===== src/rtl/fm_codec_pkg.sv =====
package fm_codec_pkg;

    localparam int unsigned CELL_SAMPLES_DEF = 16;
    localparam int unsigned MID_LO_DEF       = 5;
    localparam int unsigned MID_HI_DEF       = 11;
    localparam int unsigned FAIL_LIMIT_DEF   = 24;
    localparam int unsigned RISE_PHASE_DEF   = 4;
    localparam int unsigned SYNC_STAGES_DEF  = 2;

    typedef enum logic [1:0] {
        EDGE_NONE,
        EDGE_ALIGN,
        EDGE_MID,
        EDGE_CELL
    } edge_kind_e;

    typedef struct packed {
        logic aligned;
        logic mid_seen;
        logic bit_ready;
    } dec_flags_t;

    function automatic edge_kind_e classify_edge(
        input logic seen,
        input logic aligned,
        input logic failed,
        input logic in_window
    );
        if (!seen)
            return EDGE_NONE;
        if (!aligned || failed)
            return EDGE_ALIGN;
        if (in_window)
            return EDGE_MID;
        return EDGE_CELL;
    endfunction

endpackage


===== src/rtl/fm_tx_modulator.sv =====
module fm_tx_modulator #(
    parameter int unsigned CELL_SAMPLES = fm_codec_pkg::CELL_SAMPLES_DEF
) (
    input  logic clk,
    input  logic rst,
    input  logic en,
    input  logic data,
    output logic cell_start,
    output logic line
);
    localparam int unsigned CW = $clog2(CELL_SAMPLES);
    localparam logic [CW-1:0] LAST_POS = CW'(CELL_SAMPLES - 1);
    localparam logic [CW-1:0] HALF_POS = CW'(CELL_SAMPLES / 2);

    logic [CW-1:0] pos_q;
    logic          bit_q;
    logic          line_q;
    logic          half_tick;

    // bit strobe and half-cell strobe derived from the sample clock
    assign cell_start = en && (pos_q == '0);
    assign half_tick  = en && (pos_q == HALF_POS);
    assign line       = line_q;

    always_ff @(posedge clk) begin
        if (rst) begin
            pos_q  <= '0;
            bit_q  <= 1'b1;
            line_q <= 1'b0;
        end else if (!en) begin
            pos_q <= '0;
        end else begin
            pos_q <= (pos_q == LAST_POS) ? '0 : pos_q + 1'b1;
            if (cell_start) begin
                line_q <= ~line_q;
                bit_q  <= data;
            end else if (half_tick && !bit_q) begin
                line_q <= ~line_q;
            end
        end
    end

endmodule


===== src/rtl/fm_rx_sync.sv =====
module fm_rx_sync #(
    parameter int unsigned STAGES = fm_codec_pkg::SYNC_STAGES_DEF
) (
    input  logic clk,
    input  logic rst,
    input  logic line_in,
    output logic change
);
    // STAGES synchroniser flops plus one history flop for the compare
    logic [STAGES:0] chain_q;

    always_ff @(posedge clk) begin
        if (rst)
            chain_q <= '0;
        else
            chain_q <= {chain_q[STAGES-1:0], line_in};
    end

    assign change = chain_q[STAGES] ^ chain_q[STAGES-1];

endmodule


===== src/rtl/fm_rx_watchdog.sv =====
module fm_rx_watchdog #(
    parameter int unsigned FAIL_LIMIT = fm_codec_pkg::FAIL_LIMIT_DEF
) (
    input  logic clk,
    input  logic rst,
    input  logic change,
    output logic fail
);
    localparam int unsigned GW = $clog2(FAIL_LIMIT);
    localparam logic [GW-1:0] GAP_END = GW'(FAIL_LIMIT - 1);

    logic [GW-1:0] gap_q;
    logic          fail_q;

    always_ff @(posedge clk) begin
        if (rst) begin
            gap_q  <= '0;
            fail_q <= 1'b0;
        end else if (change) begin
            gap_q  <= '0;
            fail_q <= 1'b0;
        end else if (gap_q == GAP_END) begin
            fail_q <= 1'b1;
        end else begin
            gap_q <= gap_q + 1'b1;
        end
    end

    assign fail = fail_q;

endmodule


===== src/rtl/fm_rx_decoder.sv =====
module fm_rx_decoder
    import fm_codec_pkg::*;
#(
    parameter int unsigned CELL_SAMPLES = CELL_SAMPLES_DEF,
    parameter int unsigned MID_LO       = MID_LO_DEF,
    parameter int unsigned MID_HI       = MID_HI_DEF,
    parameter int unsigned RISE_PHASE   = RISE_PHASE_DEF
) (
    input  logic clk,
    input  logic rst,
    input  logic change,
    input  logic failed,
    output logic rx_clk,
    output logic rx_data
);
    localparam int unsigned PW = $clog2(CELL_SAMPLES);
    localparam logic [PW-1:0] LAST_PH = PW'(CELL_SAMPLES - 1);
    localparam logic [PW-1:0] LO_PH   = PW'(MID_LO);
    localparam logic [PW-1:0] HI_PH   = PW'(MID_HI);
    localparam logic [PW-1:0] RISE_PH = PW'(RISE_PHASE);
    localparam logic [PW-1:0] ONE_PH  = PW'(1);

    logic [PW-1:0] phase_q;
    logic [PW-1:0] phase_inc;
    dec_flags_t    flags_q;
    logic          clk_q;
    logic          data_q;
    logic          in_window;
    edge_kind_e    kind;

    assign in_window = (phase_q >= LO_PH) && (phase_q <= HI_PH);
    assign kind      = classify_edge(change, flags_q.aligned, failed, in_window);
    assign phase_inc = (phase_q == LAST_PH) ? '0 : phase_q + 1'b1;

    always_ff @(posedge clk) begin
        if (rst) begin
            phase_q <= '0;
            flags_q <= '0;
            clk_q   <= 1'b0;
            data_q  <= 1'b0;
        end else begin
            unique case (kind)
                EDGE_ALIGN: begin
                    phase_q <= ONE_PH;
                    flags_q <= '{aligned: 1'b1, mid_seen: 1'b0, bit_ready: 1'b0};
                    clk_q   <= 1'b0;
                end
                EDGE_MID: begin
                    phase_q          <= phase_inc;
                    flags_q.mid_seen <= 1'b1;
                end
                EDGE_CELL: begin
                    phase_q <= ONE_PH;
                    data_q  <= ~flags_q.mid_seen;
                    flags_q <= '{aligned: 1'b1, mid_seen: 1'b0, bit_ready: 1'b1};
                    clk_q   <= 1'b0;
                end
                default: begin
                    phase_q <= phase_inc;
                    if (failed) begin
                        flags_q <= '0;
                        clk_q   <= 1'b0;
                    end else if (flags_q.bit_ready && phase_q == RISE_PH) begin
                        clk_q             <= 1'b1;
                        flags_q.bit_ready <= 1'b0;
                    end
                end
            endcase
        end
    end

    assign rx_clk  = clk_q;
    assign rx_data = data_q;

endmodule


===== src/rtl/fm_line_codec.sv =====
module fm_line_codec
    import fm_codec_pkg::*;
#(
    parameter int unsigned CELL_SAMPLES = CELL_SAMPLES_DEF,
    parameter int unsigned MID_LO       = MID_LO_DEF,
    parameter int unsigned MID_HI       = MID_HI_DEF,
    parameter int unsigned RISE_PHASE   = RISE_PHASE_DEF,
    parameter int unsigned FAIL_LIMIT   = FAIL_LIMIT_DEF,
    parameter int unsigned SYNC_STAGES  = SYNC_STAGES_DEF
) (
    input  logic clk,
    input  logic rst,
    input  logic tx_en,
    input  logic tx_data,
    output logic tx_cell_start,
    output logic tx_line,
    input  logic rx_line,
    output logic rx_clk,
    output logic rx_data,
    output logic clk_fail
);
    logic line_change;

    fm_tx_modulator #(.CELL_SAMPLES(CELL_SAMPLES)) u_tx (
        .clk        (clk),
        .rst        (rst),
        .en         (tx_en),
        .data       (tx_data),
        .cell_start (tx_cell_start),
        .line       (tx_line)
    );

    fm_rx_sync #(.STAGES(SYNC_STAGES)) u_sync (
        .clk     (clk),
        .rst     (rst),
        .line_in (rx_line),
        .change  (line_change)
    );

    fm_rx_watchdog #(.FAIL_LIMIT(FAIL_LIMIT)) u_wdog (
        .clk    (clk),
        .rst    (rst),
        .change (line_change),
        .fail   (clk_fail)
    );

    fm_rx_decoder #(
        .CELL_SAMPLES (CELL_SAMPLES),
        .MID_LO       (MID_LO),
        .MID_HI       (MID_HI),
        .RISE_PHASE   (RISE_PHASE)
    ) u_dec (
        .clk     (clk),
        .rst     (rst),
        .change  (line_change),
        .failed  (clk_fail),
        .rx_clk  (rx_clk),
        .rx_data (rx_data)
    );

endmodule


===== config.mk =====
export PLATFORM = sky130hd
export DESIGN_NAME = fm_line_codec
export DESIGN_NICKNAME = d
export VERILOG_FILES = /design/src/rtl/fm_codec_pkg.sv /design/src/rtl/fm_tx_modulator.sv /design/src/rtl/fm_rx_sync.sv /design/src/rtl/fm_rx_watchdog.sv /design/src/rtl/fm_rx_decoder.sv /design/src/rtl/fm_line_codec.sv
export SDC_FILE = /design/constraint.sdc
export NUM_CORES = 1
export LEC_CHECK = 0
export BUFFER_PORTS_ARGS = -buffer_cell sky130_fd_sc_hd__buf_4
export CORE_MARGIN = 5
export CORE_UTILIZATION = 50
export CTS_BUF_LIST = sky130_fd_sc_hd__clkbuf_8
export DETAILED_ROUTE_END_ITERATION = 12
export PLACE_DENSITY = 0.71
export SYNTH_ARGS = -nofsm -noshare
export SYNTH_HDL_FRONTEND = slang
export SYNTH_HIERARCHICAL = 1
export SYNTH_SLANG_ARGS = --single-unit
export TNS_END_PERCENT = 5

===== constraint.sdc =====
create_clock -name clk -period 1.92 [get_ports clk]
set_input_delay 0.576 -clock clk [delete_from_list [all_inputs] [get_ports clk]]
set_output_delay 0.576 -clock clk [all_outputs]
set_load 0.02 [all_outputs]

==> impl_results.md <==
- CP endpoint kind: output pin
- Num rows: 16
- Max cap viols: 0
- DRC errors left: 0
- Crit path max fanout: 4
- Clock Tree Buf Depth: 2
- Fin. max-slew vios: 0
- I/O pins: 10
- Antenna violations before repair: 0
- Post-layout min period: 1.86 ns
- Hold Path Class: reg2reg
- Initial Util: 0.535
- CP Class: reg2out
- Vias in the first global route: 736
- Critical R2R Launch: u_dec/phase_q[1]$_SDFF_PP0_
- Start point of the critical path: u_tx/pos_q[0]$_SDFF_PP0_
- Register area share after synthesis: 0.449
- Post-Syn Instances: 112
- Layout area overhead: 16.6%
- Die ar.: 3170 sq um
- Syn Nets: 123
- R2R cell count: 6
- Avg Cell Area, Syn: 9.56 sq um
- CTS Buf Count: 3
- Post-CTS Resized: 0
- Worst-path clk slew: 0.09 ns
- Syn. warnings: 6
- Final ANT Viol Nets: 0
- Pwr dens: 869 nW/um^2
- Most common cell after layout, fill and taps aside: dfxtp_1
- Worst Setup EP: tx_cell_start
- H-Tree Level Count: 1
- Slew at the pin closest to its max-slew limit: 0.348 ns
- Total track usage: 0.115
- Worst Path Required: 1.34 ns
- Worst rel slew slack: 0.768
- VDD IR-drop max: 0.758 mV
- Vias: 769
- Most frequent cells in the layout: 23 x dfxtp_1, 13 x nor2_1, 10 x buf_4, 8 x inv_1, 7 x nor2b_1
- Startpoint Class: flip-flop
- Share of cells above drive strength 1: 0.184
- Placer Congestion: 0.845
- Share of the clock period used by the worst path after layout: 0.967
- Final nets: 137
- CTS tree: done
- Critical path data arrival time: 1.28 ns
- RSZ-0062 raised after global routing: no
- Setup bufs post-CTS: 0
- CTS Hold Buffers Added: 0
- Reg2reg setup slack: 0.39 ns
- Status: completed
- Routed wire length: 1750 um
- Skew-Pair Late Insertion Delay: 0.26 ns
- DIE WIDTH: 56.3 um
- Post-DP HPWL: 1300 um
- Count of cell types in the netlist: 32
- Remaining Overflow, GRT: 0
- P_leak: 0.544 nW
- Avg WL per Cell: 11.5 um
- Root Buffer: clkbuf_8
- Via density: 5.06
- Flops & latches, synth: 24
- Final setup viols: 0
- Final hold violation count: 0
- RR Endpoint: u_dec/rx_data$_SDFFE_PP0P_
- Diode count: 0
- Post-Syn Area: 1070 sq um
- Clk sinks: 24
- Core box area: 2000 sq um
- IO buf count: 9
- Die height: 56.3 um
- Initial DRT Pass Iterations: 4
- Setup Skew: 0.00834 ns
- First-pass GRT wire length: 2990 um
- Number of DRC markers in iteration 0: 7
- Fmax: 539 MHz
- Power consumption: 1.08 mW
- Largest net degree at the start of global routing: 20
- Fin Setup TNS: 0 ns
==> final cells by class <==
class | instances | area, sq um
Sequential cell | 24 | 482
Inverter | 8 | 30.0
Timing Repair Buffer | 10 | 75.1
Multi-Input combinational cell | 79 | 557
Tap cell | 27 | 33.8
Fill cell | 185 | 753
Clock inverter | 1 | 30.0
Clock buffer | 3 | 41.3
==> per-stage QoR <==
| stage | instance area, sq um | std cells | utilization | hold WS (ns) | setup WS, ns |
|---|---|---|---|---|---|
| finish | 1250 | 152 | 0.624 | 0.440 | 0.0638 |
| global route | 1250 | 152 | 0.624 | 0.467 | 0.00267 |
| CTS | 1250 | 152 | 0.623 | 0.453 | 0.0178 |
| detailed placement | 1180 | 148 | 0.588 | 0.434 | 0.270 |
| global placement | 1180 | 148 | 0.588 | 0.419 | 0.291 |
| floorplan | 1070 | 112 | - | 0.414 | 0.406 |
==> routing by layer <==
layer  part of all wire  global-route usage  vias up
li1                   -                   -      404
met1               0.51               0.147      355
met2               0.46               0.197       10
met3              0.030              0.0161        0
met4                  0              0.0407        0
met5                  0                   0        -
==> report_power, final <==
group	internal (mW)	switching, mW	total (mW)
Clock	0.278	0.160	0.439
Sequential	0.521	0.0173	0.538
Combinational	0.0506	0.0573	0.108
==> how the worst min path moves through the flow <==
stage                                        end                          from  cells after the start
finish                  u_tx/pos_q[0]$_SDFF_PP0_      u_tx/pos_q[0]$_SDFF_PP0_                      1
floorplan           u_sync/chain_q[1]$_SDFF_PP0_  u_sync/chain_q[0]$_SDFF_PP0_                      1
CTS                 u_sync/chain_q[1]$_SDFF_PP0_  u_sync/chain_q[0]$_SDFF_PP0_                      1
detailed placement  u_sync/chain_q[1]$_SDFF_PP0_  u_sync/chain_q[0]$_SDFF_PP0_                      1
global route            u_tx/pos_q[0]$_SDFF_PP0_      u_tx/pos_q[0]$_SDFF_PP0_                      1
global placement    u_sync/chain_q[1]$_SDFF_PP0_  u_sync/chain_q[0]$_SDFF_PP0_                      1
==> critical path: stages, from the launching register on <==
cell	delay (ns)
dfxtp_2	0.36
inv_1	0.05
ha_1	0.20
and4bb_1	0.24
buf_4	0.16
==> flip-flops by register name (all words and copies together), names as in the netlist <==
register        flops
u_wdog/gap_q        5
u_dec/phase_q       4
u_tx/pos_q          4
u_dec/flags_q       3
u_sync/chain_q      3
u_dec/rx_clk        1
u_dec/rx_data       1
u_tx/bit_q          1
u_tx/line           1
u_wdog/fail         1
==> cells in the mapped netlist <==
cell type / count / share of area
a211oi_1: 1 / 0.0070
a21boi_0: 1 / 0.0070
a21o_1: 1 / 0.0070
a21oi_1: 5 / 0.023
a21oi_2: 1 / 0.0082
a22oi_1: 1 / 0.0070
a2bb2oi_1: 1 / 0.0082
a31o_2: 1 / 0.0082
a31oi_1: 1 / 0.0058
a32oi_1: 1 / 0.0082
and2_1: 1 / 0.0058
and3_1: 1 / 0.0058
and4bb_1: 1 / 0.012
buf_1: 1 / 0.0035
dfxtp_1: 24 / 0.45
ha_1: 6 / 0.070
inv_1: 8 / 0.028
mux2_4: 2 / 0.028
nand2_1: 4 / 0.014
nand2b_1: 4 / 0.023
nand3_1: 5 / 0.023
nand3b_1: 1 / 0.0070
nand4_1: 1 / 0.0058
nand4b_4: 1 / 0.022
nor2_1: 13 / 0.046
nor2b_1: 7 / 0.041
nor2b_4: 1 / 0.013
nor3_1: 4 / 0.019
nor3_2: 2 / 0.019
o21ai_0: 4 / 0.019
xnor2_1: 4 / 0.033
xor2_1: 3 / 0.025
==> cells by family after synthesis <==
| kind of cell | Yosys count | share of synthesized area |
|---|---|---|
| AO/OA/AOI/OAI | 18 | 0.109 |
| XOR/XNOR | 7 | 0.0572 |
| adder cells (fa/ha/maj) | 6 | 0.0701 |
| buffers and inverters | 9 | 0.0315 |
| flip-flops | 24 | 0.449 |
| multiplexers | 2 | 0.0280 |
| AND/OR/NAND/NOR | 46 | 0.256 |
(Power assumes the default switching activity.)
